<file path="src/rtl/ec_host_port.sv">
module ec_host_port #(
  parameter int LAT = 2,
  parameter int AW  = 8
) (
  input  logic       clk,
  input  logic       rst_n,
  input  logic       host_sel,
  input  logic       host_wr,
  input  logic       host_rd,
  input  logic [7:0] host_wdata,
  output logic [7:0] host_rdata
);
  localparam int DEPTH = 1 << AW;
  localparam int CW    = $clog2(LAT + 1);

  typedef enum logic [1:0] {S_IDLE, S_RADDR, S_WADDR, S_WDATA} st_t;

  st_t           st;
  logic          ibf, obf, cmd_pend, burst;
  logic [7:0]    in_byte, out_byte;
  logic [CW-1:0] cnt;
  logic [AW-1:0] waddr;
  logic [7:0]    mem [DEPTH];

  wire take = ibf && (cnt == CW'(1));
  wire [7:0] status = {3'b000, burst, cmd_pend, 1'b0, ibf, obf};

  assign host_rdata = host_sel ? status : out_byte;

  always_ff @(posedge clk) begin
    if (!rst_n) begin
      st       <= S_IDLE;
      ibf      <= 1'b0;
      obf      <= 1'b0;
      cmd_pend <= 1'b0;
      burst    <= 1'b0;
      in_byte  <= '0;
      out_byte <= '0;
      cnt      <= '0;
      waddr    <= '0;
    end else begin
      if (host_rd && !host_sel) obf <= 1'b0;
      if (host_wr) begin
        ibf      <= 1'b1;
        cnt      <= CW'(LAT);
        in_byte  <= host_wdata;
        cmd_pend <= host_sel;
      end else if (take) begin
        ibf      <= 1'b0;
        cmd_pend <= 1'b0;
        cnt      <= '0;
        if (cmd_pend) begin
          st <= S_IDLE;
          case (in_byte)
            8'h80: st <= S_RADDR;
            8'h81: st <= S_WADDR;
            8'h82: burst <= 1'b1;
            8'h83: burst <= 1'b0;
            8'h84: begin
              out_byte <= 8'h00;
              obf      <= 1'b1;
            end
            default: ;
          endcase
        end else begin
          case (st)
            S_RADDR: begin
              out_byte <= mem[in_byte[AW-1:0]];
              obf      <= 1'b1;
              st       <= S_IDLE;
            end
            S_WADDR: begin
              waddr <= in_byte[AW-1:0];
              st    <= S_WDATA;
            end
            S_WDATA: st <= S_IDLE;
            default: ;
          endcase
        end
      end else if (ibf) begin
        cnt <= cnt - CW'(1);
      end
    end
  end

  always_ff @(posedge clk) begin
    if (rst_n && take && !cmd_pend && st == S_WDATA)
      mem[waddr] <= in_byte;
  end


  ibf_set_chk: assert property (@(posedge clk) disable iff (!rst_n)
    host_wr |=> ibf);


  obf_clear_chk: assert property (@(posedge clk) disable iff (!rst_n)
    (host_rd && !host_sel && !ibf) |=> !obf);


  obf_source_chk: assert property (@(posedge clk) disable iff (!rst_n)
    $rose(obf) |-> $fell(ibf));


  burst_change_chk: assert property (@(posedge clk) disable iff (!rst_n)
    !$stable(burst) |-> $fell(ibf));


  cmd_flag_chk: assert property (@(posedge clk) disable iff (!rst_n)
    cmd_pend |-> ibf);
endmodule

</file>
<file path="config.mk">
export PLATFORM = sky130hd
export DESIGN_NAME = ec_host_port
export DESIGN_NICKNAME = d
export VERILOG_FILES = /design/src/rtl/ec_host_port.sv
export SDC_FILE = /design/constraint.sdc
export NUM_CORES = 2
export LEC_CHECK = 0
export BUFFER_PORTS_ARGS = -buffer_cell sky130_fd_sc_hd__buf_2
export CAP_MARGIN = 20
export CORE_MARGIN = 4
export CORE_UTILIZATION = 55
export CTS_CLUSTER_DIAMETER = 50
export DETAILED_ROUTE_END_ITERATION = 6
export HOLD_SLACK_MARGIN = 0.15
export PLACE_DENSITY_LB_ADDON = 0.08
export RECOVER_POWER = 100
export SLEW_MARGIN = 15
export SYNTH_ARGS = -nofsm -noshare
export SYNTH_HDL_FRONTEND = slang
export SYNTH_SLANG_ARGS = --single-unit
</file>
<file path="constraint.sdc">
create_clock -name clk -period 7.1 [get_ports clk]
set_input_delay 0.71 -clock clk [delete_from_list [all_inputs] [get_ports clk]]
set_output_delay 0.71 -clock clk [all_outputs]
set_load 0.01 [all_outputs]
</file>
==> flow_summary.rst <==
.. list-table::
   :header-rows: 1

   * - Metric
     - Value
   * - Status
     - complete, but fails checks
   * - Failing checks
     - capacitance limit, slew limit
   * - Fin. Hold Viols
     - 0
   * - Area of the multi-input gates
     - 17500 um2
   * - Element type at the critical path start
     - flip-flop
   * - Leading cell type in the layout, fill and taps excluded
     - sky130_fd_sc_hd__edfxtp_1
   * - LEAKAGE
     - 26.3 nW
   * - Remaining routing DRC violations
     - 0
   * - Async SR Flop Fraction
     - 0%
   * - Count of endpoints failing setup in the final report
     - 0
   * - Max frequency
     - between 150 and 200 MHz
   * - Shortest period the worst path allows
     - roughly 5400 ps
   * - Number of H-tree levels
     - 4
   * - Total track usage
     - around 29%
   * - Count of buffer and inverter cells on the critical path
     - 0
   * - Post-synthesis instance total
     - 3923
   * - Number of routed nets with antenna violations
     - 0
   * - GPL Wtd Cong
     - approximately 0.87
   * - Fin cells
     - roughly 6k
   * - Class of the most critical setup path
     - reg -> reg
   * - Detailed-routing iteration count for the pre-antenna-repair pass
     - 6
   * - Share of cells above drive strength 1
     - between 20% and 30%
   * - Maximum number of buffers from clock root to sink
     - 3
   * - Instance count after placement with tap cells included
     - approximately 5.7k
   * - Setup repair after global routing missed its margin
     - false
   * - Endpoint type of the worst setup path
     - flip-flop
   * - Number of gates resized after CTS
     - 0
   * - Hold slack
     - approximately 210 ps
   * - Global route total overflow
     - 0
   * - Net count reported at finish
     - 4027
   * - Top flip-flop cell by instance count after synthesis
     - sky130_fd_sc_hd__edfxtp_1
   * - Via count
     - approximately 41k
   * - Register-to-register path setup slack
     - 1710 ps
   * - Routed length per instance
     - 35.4 um
   * - Peak per-stage delay on the critical path
     - between 2000 and 3000 ps
   * - Fraction of the yosys area taken by sequential cells
     - between 70% and 80%
   * - CP delay by family, top
     - flip-flops
   * - Worst min path class
     - in -> reg
   * - Critical Path Slowest Stage Cell
     - sky130_fd_sc_hd__dfxtp_1
   * - Sequential standard cell area
     - 62300 um2
   * - Critical path, cell by cell
     - nor2_1, and4_1, o21ai_0, or3b_1, a221o_1, nor3_1, a22o_1
   * - Count of distinct cell types in the synthesized netlist
     - 70
   * - CP arrival
     - roughly 6100 ps
   * - Count of synthesis-stage warnings from yosys
     - 0
   * - Horiz. Die Dim
     - approximately 400 um
   * - PwrDens
     - ~280 nW/um2
   * - Count of standard-cell rows
     - 140
   * - Number of DRC markers in iteration 0
     - about 5.3k
   * - Post-synth net total
     - approximately 4k
   * - CTS Buf Count
     - just over 200
   * - Maximum number of pins on one net before global-route repair
     - around 230
   * - Post-Synthesis Mean Instance Area
     - 20.7 um2
   * - First-pass GRT wire length
     - just over 300000 um
   * - Crit path launch
     - in_byte[1]
   * - Setup TNS
     - 0 ps
   * - Most frequent cells in the layout
     - sky130_fd_sc_hd__edfxtp_1 (2048), sky130_fd_sc_hd__mux4_2 (465), sky130_fd_sc_hd__nor2_1 (298), sky130_fd_sc_hd__clkbuf_16 (213), sky130_fd_sc_hd__nand2_1 (162)
   * - PnR worst setup slack
     - approximately 1700 ps
   * - Die footprint
     - between 150000 and 200000 um2
   * - CORE AREA
     - 146000 um2
   * - Number of max-cap violations
     - 15
   * - Area leader, netlist
     - sky130_fd_sc_hd__edfxtp_1
   * - Portion of the clock cycle consumed by the worst path in the final layout
     - 76.0%
   * - Hold_buf cts
     - 3
   * - Number of sinks handled by clock tree synthesis
     - 2088
   * - Tot Pwr
     - 25.6 mW
   * - Worst-case clock skew
     - roughly 27 ps
   * - Vias in the first global route
     - between 40k and 50k
   * - Top area cells in the synthesized netlist
     - sky130_fd_sc_hd__edfxtp_1 (76%), sky130_fd_sc_hd__mux4_2 (13%), sky130_fd_sc_hd__mux2i_1 (1.6%), sky130_fd_sc_hd__nor2_1 (1.4%), sky130_fd_sc_hd__dfxtp_1 (0.99%)
   * - Die Height
     - between 300 and 400 um
   * - Wire length reported by the detailed router
     - around 220000 um
   * - Area Overhead vs Synth
     - 10.6%
   * - Clock-pin slew of the registers on the worst-case setup and hold paths
     - 60 ps
   * - Initial Utilization
     - a little under three fifths
   * - Filler Cell Count
     - roughly 10k
   * - Worst skew pair latency
     - about 820 ps
   * - Req. time, crit path
     - around 7800 ps
   * - Yosys reg bits
     - 2088
   * - Worst hold path startpoint
     - host_wdata[7]
   * - Max Transition Viols Final
     - 1089
   * - TritonCTS clock tree
     - done
   * - Combined area of all synthesized cells
     - between 80000 and 90000 um2
   * - Post-CTS setup-driven buffer insertion count
     - 0
   * - Slew at the pin closest to its max-slew limit
     - 4370 ps
   * - Buffers on Ports
     - 20
   * - Count of flip-flops with a built-in enable after synthesis
     - about 2.0k
   * - Io pins
     - 21
   * - Cell at the root of the clock tree
     - sky130_fd_sc_hd__clkbuf_16
   * - Number of antenna violations at the first check in global routing
     - 11
   * - Launch instance of the worst register-to-register path
     - in_byte[1]
   * - Post-place setup slack
     - between 2000 and 3000 ps
   * - Worst supply voltage drop on vdd
     - ~0.00024 V
   * - Slew headroom
     - -192%
   * - Top-area cell type share of the netlist area
     - ~76%
   * - Hpwl dp
     - roughly 130000 um
   * - Number of vias per cell
     - 6.64
   * - Critical path peak fanout
     - 94
==> cell families (layout without fill, tap and decap cells) <==
group,count (synthesis),in the layout,share of synthesized area [%]
flip-flops,2088,2088,76.7
AND/OR/NAND/NOR,648,648,3.49
multiplexers,630,630,15.3
AO/OA/AOI/OAI,322,322,2.70
buffers and inverters,234,498,1.84
adder cells (fa/ha/maj),1,1,0.0154
other,0,6,0
==> through the flow <==
step | util (%) | area (um2)
6_report | 61.4 | 89800
4_1_cts | 61.4 | 89900
5_1_grt | 61.4 | 89800
3_3_place_gp | 56.8 | 83100
2_1_floorplan | - | 81300
3_5_place_dp | 56.9 | 83200
==> path summary, 6_finish.rpt <==
| check | cells after the start | end |
|---|---|---|
| min reg2reg | 1 | out_byte[3] |
| max reg2reg | 7 | out_byte[1] |
| max | 7 | out_byte[1] |
| min | 3 | in_byte[7] |
==> layout make-up <==
class	count	share of cell area, %
Clock inverter	134	1.26
Multi-Input combinational cell	1601	19.5
Clock buffer	249	6.11
Timing Repair Buffer	107	1.03
Antenna cell	6	0.0167
Inverter	8	0.0362
Sequential cell	2088	69.4
Tap cell	1917	2.67
==> where the power goes <==
group / internal [mW] / leakage [nW] / total, mW / switching [mW]
clock network: 6.14 / 3.26 / 10.7 / 4.59
registers: 13.6 / 17.9 / 13.6 / 0.0743
logic: 0.407 / 5.14 / 1.19 / 0.784
total: 20.1 / 26.3 / 25.6 / 5.45
==> state kept, by name (all words and copies together), names as in the netlist, named ones only <==
signal,flops
burst,1
cmd_pend,1
cnt,2
ibf,1
in_byte,8
mem,2048
obf,1
out_byte,8
st,2
waddr,8
==> cells in the mapped netlist, drive strengths merged (7+ instances only) <==
cell    count
edfxtp   2048
mux4      482
nor2      301
nand2     166
buf       144
mux2i     131
clkbuf     82
o22ai      68
nand3      44
a21oi      40
a22oi      40
dfxtp      40
o21ai      37
nor2b      33
a31oi      31
nor3       24
o221ai     22
and2       19
mux2       17
a211oi     14
and3       12
a21boi     11
nand2b     10
nor4       10
a221oi      7
o311ai      7
==> worst register-to-register path, stage by stage (launching register included) <==
cell and delay, ps:
sky130_fd_sc_hd__dfxtp_1 2810, sky130_fd_sc_hd__nor2_1 210, sky130_fd_sc_hd__and4_1 390, sky130_fd_sc_hd__o21ai_0 350
sky130_fd_sc_hd__or3b_1 720, sky130_fd_sc_hd__a221o_1 360, sky130_fd_sc_hd__nor3_1 180, sky130_fd_sc_hd__a22o_1 260
==> per-layer routing <==
| layer | up-vias | global-route usage, % | share of wire [%] |
|---|---|---|---|
| met1 | 21700 | 41.9 | 41 |
| met4 | 12 | 10.6 | 4.0 |
| met5 | - | 0 | 0.035 |
| met3 | 406 | 6.09 | 9.0 |
| met2 | 2043 | 42.9 | 46 |
| li1 | 16500 | - | - |
Power figures use the tool's default switching activity.
